--- config.mk ---
export PLATFORM = sky130hd
export DESIGN_NAME = linegroup_fifo_dist
export DESIGN_NICKNAME = d
export VERILOG_FILES = /design/src/rtl/lgd_pkg.sv /design/src/rtl/lgd_line_tracker.sv /design/src/rtl/lgd_write_gate.sv /design/src/rtl/lgd_queue.sv /design/src/rtl/linegroup_fifo_dist.sv
export SDC_FILE = /design/constraint.sdc
export NUM_CORES = 2
export LEC_CHECK = 0
export BUFFER_PORTS_ARGS = -buffer_cell sky130_fd_sc_hd__clkbuf_2
export CAP_MARGIN = 15
export CORE_ASPECT_RATIO = 0.8
export CORE_MARGIN = 4
export CORE_UTILIZATION = 57
export DETAILED_ROUTE_END_ITERATION = 6
export GPL_TIMING_DRIVEN = 0
export PLACE_DENSITY = 0.76
export SLEW_MARGIN = 20
export SYNTH_ARGS = -nofsm -noshare
export SYNTH_HDL_FRONTEND = slang
export SYNTH_SLANG_ARGS = --single-unit
export TNS_END_PERCENT = 50
--- constraint.sdc ---
create_clock -name clk -period 4.1 [get_ports clk]
set_clock_uncertainty 0.15 [all_clocks]
set_input_delay 0.615 -clock clk [delete_from_list [all_inputs] [get_ports clk]]
set_output_delay 0.615 -clock clk [all_outputs]
set_load 0.01 [all_outputs]
--- src/rtl/lgd_pkg.sv ---
// Package: shared helpers for the line-group distributor.
package lgd_pkg;
    // Width needed to index n items (at least one bit).
    function automatic int idx_bits(input int n);
        return (n > 1) ? $clog2(n) : 1;
    endfunction
endpackage

--- src/rtl/lgd_line_tracker.sv ---
// Line tracker: finds the sync edges, counts lines inside a band and
// keeps the index of the FIFO that owns the current band.
// Assumes sync inputs are already in the pixel-clock domain.
module lgd_line_tracker
    import lgd_pkg::*;
#(
    parameter int NUM_Q         = 8,
    parameter int LINES_PER_GRP = 4,
    localparam int SW = idx_bits(NUM_Q),
    localparam int CW = idx_bits(LINES_PER_GRP)
) (
    input  logic          clk,
    input  logic          rst_n,
    input  logic          vsync,
    input  logic          hsync,
    output logic [SW-1:0] sel_o,
    output logic          grp_end_o
);
    logic          vs_q, hs_q;
    logic [CW-1:0] line_cnt;
    logic          vs_rise, hs_rise;

    // Edge detection against the previous sample.
    always_comb begin
        vs_rise   = vsync && !vs_q;
        hs_rise   = hsync && !hs_q;
        grp_end_o = hs_rise && !vs_rise && (line_cnt == CW'(LINES_PER_GRP - 1));
    end

    // Line counter and band selector; frame start has priority.
    always_ff @(posedge clk) begin
        if (!rst_n) begin
            vs_q     <= 1'b0;
            hs_q     <= 1'b0;
            line_cnt <= '0;
            sel_o    <= '0;
        end else begin
            vs_q <= vsync;
            hs_q <= hsync;
            if (vs_rise) begin
                line_cnt <= '0;
                sel_o    <= '0;
            end else if (hs_rise) begin
                if (line_cnt == CW'(LINES_PER_GRP - 1)) begin
                    line_cnt <= '0;
                    sel_o    <= (sel_o == SW'(NUM_Q - 1)) ? '0 : sel_o + 1'b1;
                end else begin
                    line_cnt <= line_cnt + 1'b1;
                end
            end
        end
    end

    assert_vsync_home_R2: assert property (@(posedge clk) disable iff (!rst_n)
        vs_rise |=> (sel_o == '0));
    assert_sel_range_R3: assert property (@(posedge clk) disable iff (!rst_n)
        sel_o <= SW'(NUM_Q - 1));
endmodule

--- src/rtl/lgd_write_gate.sv ---
// Write gate: holds one drain arm per FIFO and forms the per-FIFO write
// strobes and sticky overflow flags. Assumes at most one band ends per cycle.
module lgd_write_gate
    import lgd_pkg::*;
#(
    parameter int NUM_Q = 8,
    localparam int SW = idx_bits(NUM_Q)
) (
    input  logic             clk,
    input  logic             rst_n,
    input  logic [SW-1:0]    sel_i,
    input  logic             grp_end_i,
    input  logic             pix_valid,
    input  logic [NUM_Q-1:0] drain_ack,
    input  logic [NUM_Q-1:0] full_i,
    output logic [NUM_Q-1:0] wr_en_o,
    output logic [NUM_Q-1:0] ovf_o
);
    logic [NUM_Q-1:0] armed;

    for (genvar q = 0; q < NUM_Q; q++) begin : g_gate
        logic hit;
        // This FIFO is the target of the current pixel.
        always_comb hit = pix_valid && (sel_i == SW'(q)) && armed[q];
        always_comb wr_en_o[q] = hit && !full_i[q];

        // Arm on acknowledge; the band end consumes the arm.
        always_ff @(posedge clk) begin
            if (!rst_n)                              armed[q] <= 1'b0;
            else if (drain_ack[q])                   armed[q] <= 1'b1;
            else if (grp_end_i && sel_i == SW'(q))   armed[q] <= 1'b0;
        end

        // Sticky overflow on a write attempt into a full FIFO.
        always_ff @(posedge clk) begin
            if (!rst_n)                 ovf_o[q] <= 1'b0;
            else if (hit && full_i[q])  ovf_o[q] <= 1'b1;
        end

        assert_ovf_from_full_R8: assert property (@(posedge clk) disable iff (!rst_n)
            $rose(ovf_o[q]) |-> $past(full_i[q]));
    end

    assert_single_target_R4: assert property (@(posedge clk) disable iff (!rst_n)
        $onehot0(wr_en_o));
    assert_ovf_sticky_R8: assert property (@(posedge clk) disable iff (!rst_n)
        (ovf_o != '0) |=> ((ovf_o & $past(ovf_o)) == $past(ovf_o)));
endmodule

--- src/rtl/lgd_queue.sv ---
// Queue: synchronous FIFO with show-ahead read. A write to a full queue
// or a read from an empty queue is ignored. Depth need not be a power of two.
module lgd_queue
    import lgd_pkg::*;
#(
    parameter int DATA_W = 8,
    parameter int DEPTH  = 64,
    localparam int AW = idx_bits(DEPTH),
    localparam int CW = idx_bits(DEPTH + 1)
) (
    input  logic              clk,
    input  logic              rst_n,
    input  logic              wr,
    input  logic [DATA_W-1:0] wdata,
    input  logic              rd,
    output logic [DATA_W-1:0] rdata,
    output logic              empty,
    output logic              full
);
    logic [DATA_W-1:0] mem [DEPTH];
    logic [AW-1:0]     wptr, rptr;
    logic [CW-1:0]     count;
    logic              do_wr, do_rd;

    // Flags and accepted operations.
    always_comb begin
        empty = (count == '0);
        full  = (count == CW'(DEPTH));
        do_wr = wr && !full;
        do_rd = rd && !empty;
        rdata = mem[rptr];
    end

    // Storage write, no reset needed.
    always_ff @(posedge clk) begin
        if (do_wr) mem[wptr] <= wdata;
    end

    // Pointers and occupancy.
    always_ff @(posedge clk) begin
        if (!rst_n) begin
            wptr  <= '0;
            rptr  <= '0;
            count <= '0;
        end else begin
            if (do_wr) wptr <= (wptr == AW'(DEPTH - 1)) ? '0 : wptr + 1'b1;
            if (do_rd) rptr <= (rptr == AW'(DEPTH - 1)) ? '0 : rptr + 1'b1;
            case ({do_wr, do_rd})
                2'b10:   count <= count + 1'b1;
                2'b01:   count <= count - 1'b1;
                default: count <= count;
            endcase
        end
    end

    assert_no_write_full_R8: assert property (@(posedge clk) disable iff (!rst_n)
        full |-> !wr);
    assert_count_bound_R7: assert property (@(posedge clk) disable iff (!rst_n)
        count <= CW'(DEPTH));
    assert_pop_moves_R9: assert property (@(posedge clk) disable iff (!rst_n)
        (rd && !empty && !wr) |=> (count == $past(count) - 1'b1));
endmodule

--- src/rtl/linegroup_fifo_dist.sv ---
// Top: steers bands of video lines into per-processor FIFOs.
// Assumes pixels of one band fit in DEPTH = LINES_PER_GRP * MAX_PIX.
module linegroup_fifo_dist
    import lgd_pkg::*;
#(
    parameter int NUM_Q         = 8,
    parameter int DATA_W        = 8,
    parameter int LINES_PER_GRP = 4,
    parameter int MAX_PIX       = 16,
    localparam int DEPTH = LINES_PER_GRP * MAX_PIX,
    localparam int SW    = idx_bits(NUM_Q)
) (
    input  logic                    clk,
    input  logic                    rst_n,
    input  logic                    vsync,
    input  logic                    hsync,
    input  logic                    pix_valid,
    input  logic [DATA_W-1:0]       pix_data,
    input  logic [NUM_Q-1:0]        drain_ack,
    input  logic [NUM_Q-1:0]        rd_en,
    output logic [NUM_Q*DATA_W-1:0] rd_data,
    output logic [NUM_Q-1:0]        rd_empty,
    output logic [NUM_Q-1:0]        wr_en,
    output logic [DATA_W-1:0]       wr_data,
    output logic [SW-1:0]           grp_sel,
    output logic [NUM_Q-1:0]        ovf
);
    logic             grp_end;
    logic [NUM_Q-1:0] q_full;

    // Pixel value is shared by all FIFOs.
    always_comb wr_data = pix_data;

    lgd_line_tracker #(.NUM_Q(NUM_Q), .LINES_PER_GRP(LINES_PER_GRP)) u_track (
        .clk(clk), .rst_n(rst_n), .vsync(vsync), .hsync(hsync),
        .sel_o(grp_sel), .grp_end_o(grp_end)
    );

    lgd_write_gate #(.NUM_Q(NUM_Q)) u_gate (
        .clk(clk), .rst_n(rst_n), .sel_i(grp_sel), .grp_end_i(grp_end),
        .pix_valid(pix_valid), .drain_ack(drain_ack), .full_i(q_full),
        .wr_en_o(wr_en), .ovf_o(ovf)
    );

    for (genvar q = 0; q < NUM_Q; q++) begin : g_q
        lgd_queue #(.DATA_W(DATA_W), .DEPTH(DEPTH)) u_queue (
            .clk(clk), .rst_n(rst_n),
            .wr(wr_en[q]), .wdata(pix_data),
            .rd(rd_en[q]), .rdata(rd_data[q*DATA_W +: DATA_W]),
            .empty(rd_empty[q]), .full(q_full[q])
        );
    end
endmodule

==> run_results.csv <==
group,metric,value,unit
outcome,status,"complete, but fails checks",
outcome,violations,"negative setup slack",
layout,fin_util,0.6608,
pwr,p_sw,19040,uW
clock_tree,numCtsBuffers,402,
worst_setup_path,ff2ff_setup_slack,-0.03,ns
grt,grt_max_degree,125,
sta,fin_setup_tns,-0.5776,ns
clock_tree,htree_levels,5,
flow_run,cap_violations,0,
clock_tree,path_clk_slew,0.07,ns
floorplan,dieWidth,619.0,um
pwr,sw_frac_of_total,0.2112,
layout,regArea,127500,um^2
clock_tree,clkLatencyLatePin,0.96,ns
pwr,power.share.clock,0.414,
grt,grt_pass1_vias,91900,
grt,gr-total-overflow,0,
routing,viasPerCell,6.815,
logic_synthesis,ys_seq_area_frac,0.7488,
hold_path,hold_depth,1,
worst_setup_path,required,3.34,ns
layout,multi_input_area,42540,um^2
grt,grt_util_all_layers,0.2890,
sta,timing_hold_violations_final,0,
floorplan,die_y,496.8,um
pwr,power_frac_comb,0.050,
sta,fin_crit,4.236,ns
layout,stdcell_count,13820,
placed_design,placed_cell_area,176900,um^2
placed_design,place_inst,12938,
hold_path,hp-start,"pix_data[0]",
sta,fmax,236.1,MHz
layout,drive_above_1_share,0.2725,
pwr,p_leak,0.06009,uW
routing,via_count,94182,
worst_setup_path,start_kind,"flip-flop",
layout,nNetsFinal,9568,
worst_setup_path,r2r-end,"g_q[0].u_queue.mem[13][2]$_DFFE_PP_",
floorplan,die_area,307500,um^2
floorplan,num_rows,179,
clock_tree,cts_buffer_depth,4,
floorplan,core-area,297200,um^2
sta,setup_violations,16,
grt,antenna_found_initial,12,
worst_setup_path,rr_startpoint,"u_track.sel_o[0]$_SDFFE_PP0P_",
hold_path,hp-class,"primary input to flip-flop",
placed_design,dp_slack,-1.089,ns
pwr,ir_worst_vdd,0.4837,mV
sta,finalCritPeriodShare,1.033,
routing,totalWireLength,454900,um
logic_synthesis,async_reset_ff_frac,0,
sta,final_max_slew_viol_count,0,
worst_setup_path,rr_worst_depth,7,
sta,worstMarginPinSlew,1.210,ns
layout,n_fill_cell,18154,
floorplan,initial_core_util,0.5728,
clock_tree,cts_tree,"yes",
worst_setup_path,end_kind,"output pin",
worst_setup_path,cp_max_fo,7,
logic_synthesis,postSynthCellCount,8795,
logic_synthesis,yosysWarningCount,0,
clock_tree,clockRootBuffer,"clkbuf_16",
layout,final_cell_area,196400,um^2
sta,rsz0062_at_grt,"yes",
pwr,intPower,71100,uW
hold_path,hold-path-endpoint,"g_q[6].u_queue.mem[44][0]$_DFFE_PP_",
routing,drtPass1Iterations,7,
placed_design,portBuffers,125,
logic_synthesis,postSynthNetCount,8871,
floorplan,ios,128,
logic_synthesis,synth-seq-cells,4319,
placed_design,place_hpwl,274500,um
logic_synthesis,netlist_area,170200,um^2
grt,grt_pass1_wl,646800,um
pwr,power.density,459.0,nW/um^2
logic_synthesis,syn_area_per_cell,19.35,um^2
worst_setup_path,crit_arrival,3.47,ns
worst_setup_path,criticalPathCategory,"flip-flop to output pin",
sta,slew_headroom,0.1933,
routing,wl_per_cell,32.91,um
sta,setup_slack,-0.1361,ns
routing,drcViolationCount,0,
logic_synthesis,synth_ff_type,"edfxtp_1",
pwr,seqPwrFrac,0.536,
routing,ant_nets,0,
placed_design,gp_congestion,0.9376,
logic_synthesis,synth_edf_count,4096,
logic_synthesis,synth_cell_types,79,
routing,drt_first_iter_violations,16905,
layout,area_growth,15.36,%
clock_tree,clkSinkCount,4319,
layout by cell type (no fill, tap or decap), types with 32 or more instances in the layout:
master,n
a21oi_1,100
a22oi_1,85
buf_1,37
buf_12,64
buf_16,65
buf_2,32
buf_4,165
buf_6,95
bufinv_16,34
clkbuf_1,187
clkbuf_16,421
clkbuf_2,155
clkbuf_8,37
clkinv_1,75
clkinv_2,68
dfxtp_1,209
edfxtp_1,4096
ha_1,45
inv_1,47
mux2_2,51
mux2i_1,179
mux2i_2,41
mux2i_4,47
mux4_2,1005
nand2_1,299
nand2b_1,78
nand3_1,161
nand4_1,60
nor2_1,762
nor2b_1,70
nor3_1,35
o21ai_0,88
o22ai_1,49
or3_1,55
xor2_1,67
worst max-delay path, stage by stage (launching register included):
cell and delay (ns):
dfxtp_2 0.34, buf_12 0.13, buf_16 0.15, buf_16 0.18, buf_12 0.15, nor2b_1 0.26
nand2_1 0.15, o2111ai_1 0.16, o211ai_1 0.22, or4_4 0.60, clkbuf_2 0.17
power by group through the flow:
stage | clock [uW] | sequential, uW | combinational, uW
2_1_floorplan | 0 | 49300 | 2020
3_3_place_gp | 0 | 49800 | 3550
3_5_place_dp | 0 | 49300 | 3770
4_1_cts | 37300 | 48300 | 4270
5_1_grt | 39400 | 48300 | 4680
6_report | 37300 | 48300 | 4470
cell type report:
type,instances,share of cell area
diodes,15,0.0001911
multi-input cells,3912,0.2166
clock inverters,205,0.01043
well taps,3982,0.02537
inverters,56,0.001134
flip-flops and latches,4319,0.6492
clock buffers,530,0.05588
repair buffers,301,0.01678
plain buffers,500,0.02441
worst max path at each step:
stage,start,to
floorplan,g_q[5].u_queue.count[2]$_SDFFE_PN0P_,g_q[5].u_queue.count[4]$_SDFFE_PN0P_
global placement,pix_data[1],g_q[4].u_queue.mem[24][1]$_DFFE_PP_
detailed placement,pix_valid,g_q[6].u_queue.count[6]$_SDFFE_PN0P_
CTS,flip-flop,rd_data[20]
global route,flip-flop,rd_data[45]
finish,flip-flop,rd_data[45]
repair_timing:
| item | in CTS | in global routing |
|---|---|---|
| buffers inserted | 43 | 71 |
| hold buffers | 13 | 0 |
| hold endpoints to repair | 13 | 0 |
| gates resized for setup | 1063 | 280 |
| pin swaps | 44 | 38 |
| cloned | 12 | 7 |
| setup endpoints to repair | 1332 | 324 |
Yosys cell counts (all sizes together), types with 83 or more instances:
cell type	instances	area share
a21oi	124	0.0036
a22oi	115	0.0051
buf	329	0.011
clkbuf	179	0.0040
dfxtp	223	0.026
edfxtp	4096	0.72
mux2i	267	0.016
mux4	1005	0.13
nand2	307	0.0068
nand3	173	0.0051
nor2	784	0.017
nor2b	83	0.0031
o21ai	127	0.0037
through the flow:
| stage | power (uW) | hold WS, ns |
|---|---|---|
| after floorplan | 51290 | 0.3019 |
| after global placement | 53340 | 0.3025 |
| after detailed placement | 53050 | 0.3084 |
| after CTS | 89900 | 0.05831 |
| after global routing | 92380 | 0.06927 |
| final | 90140 | 0.1030 |
per-layer routing:
layer,part of all wire,global-route usage,wire (um)
met4,0.038,0.09381,17270
met3,0.14,0.08972,63980
met1,0.36,0.4137,164600
met5,0.000051,0,23
met2,0.46,0.4310,209000
kinds of logic after synthesis:
family                   synth area share
flip-flops                         0.7488
AND/OR/NAND/NOR                   0.04710
multiplexers                       0.1524
AO/OA/AOI/OAI                     0.02800
buffers and inverters             0.01577
XOR/XNOR                         0.004528
adder cells (fa/ha/maj)          0.003455
state kept, by name, summed over array words and instances, names as in the netlist, named ones only:
register and count:
u_gate.armed 8, u_track.hs_q 1, g_q.u_queue.rptr 48, u_track.line_cnt 2, g_q.u_queue.count 56, u_track.sel_o 3, u_gate.ovf_o 8, g_q.u_queue.wptr 48
u_track.vs_q 1, g_q.u_queue.mem 4096
(Power assumes the default switching activity.)
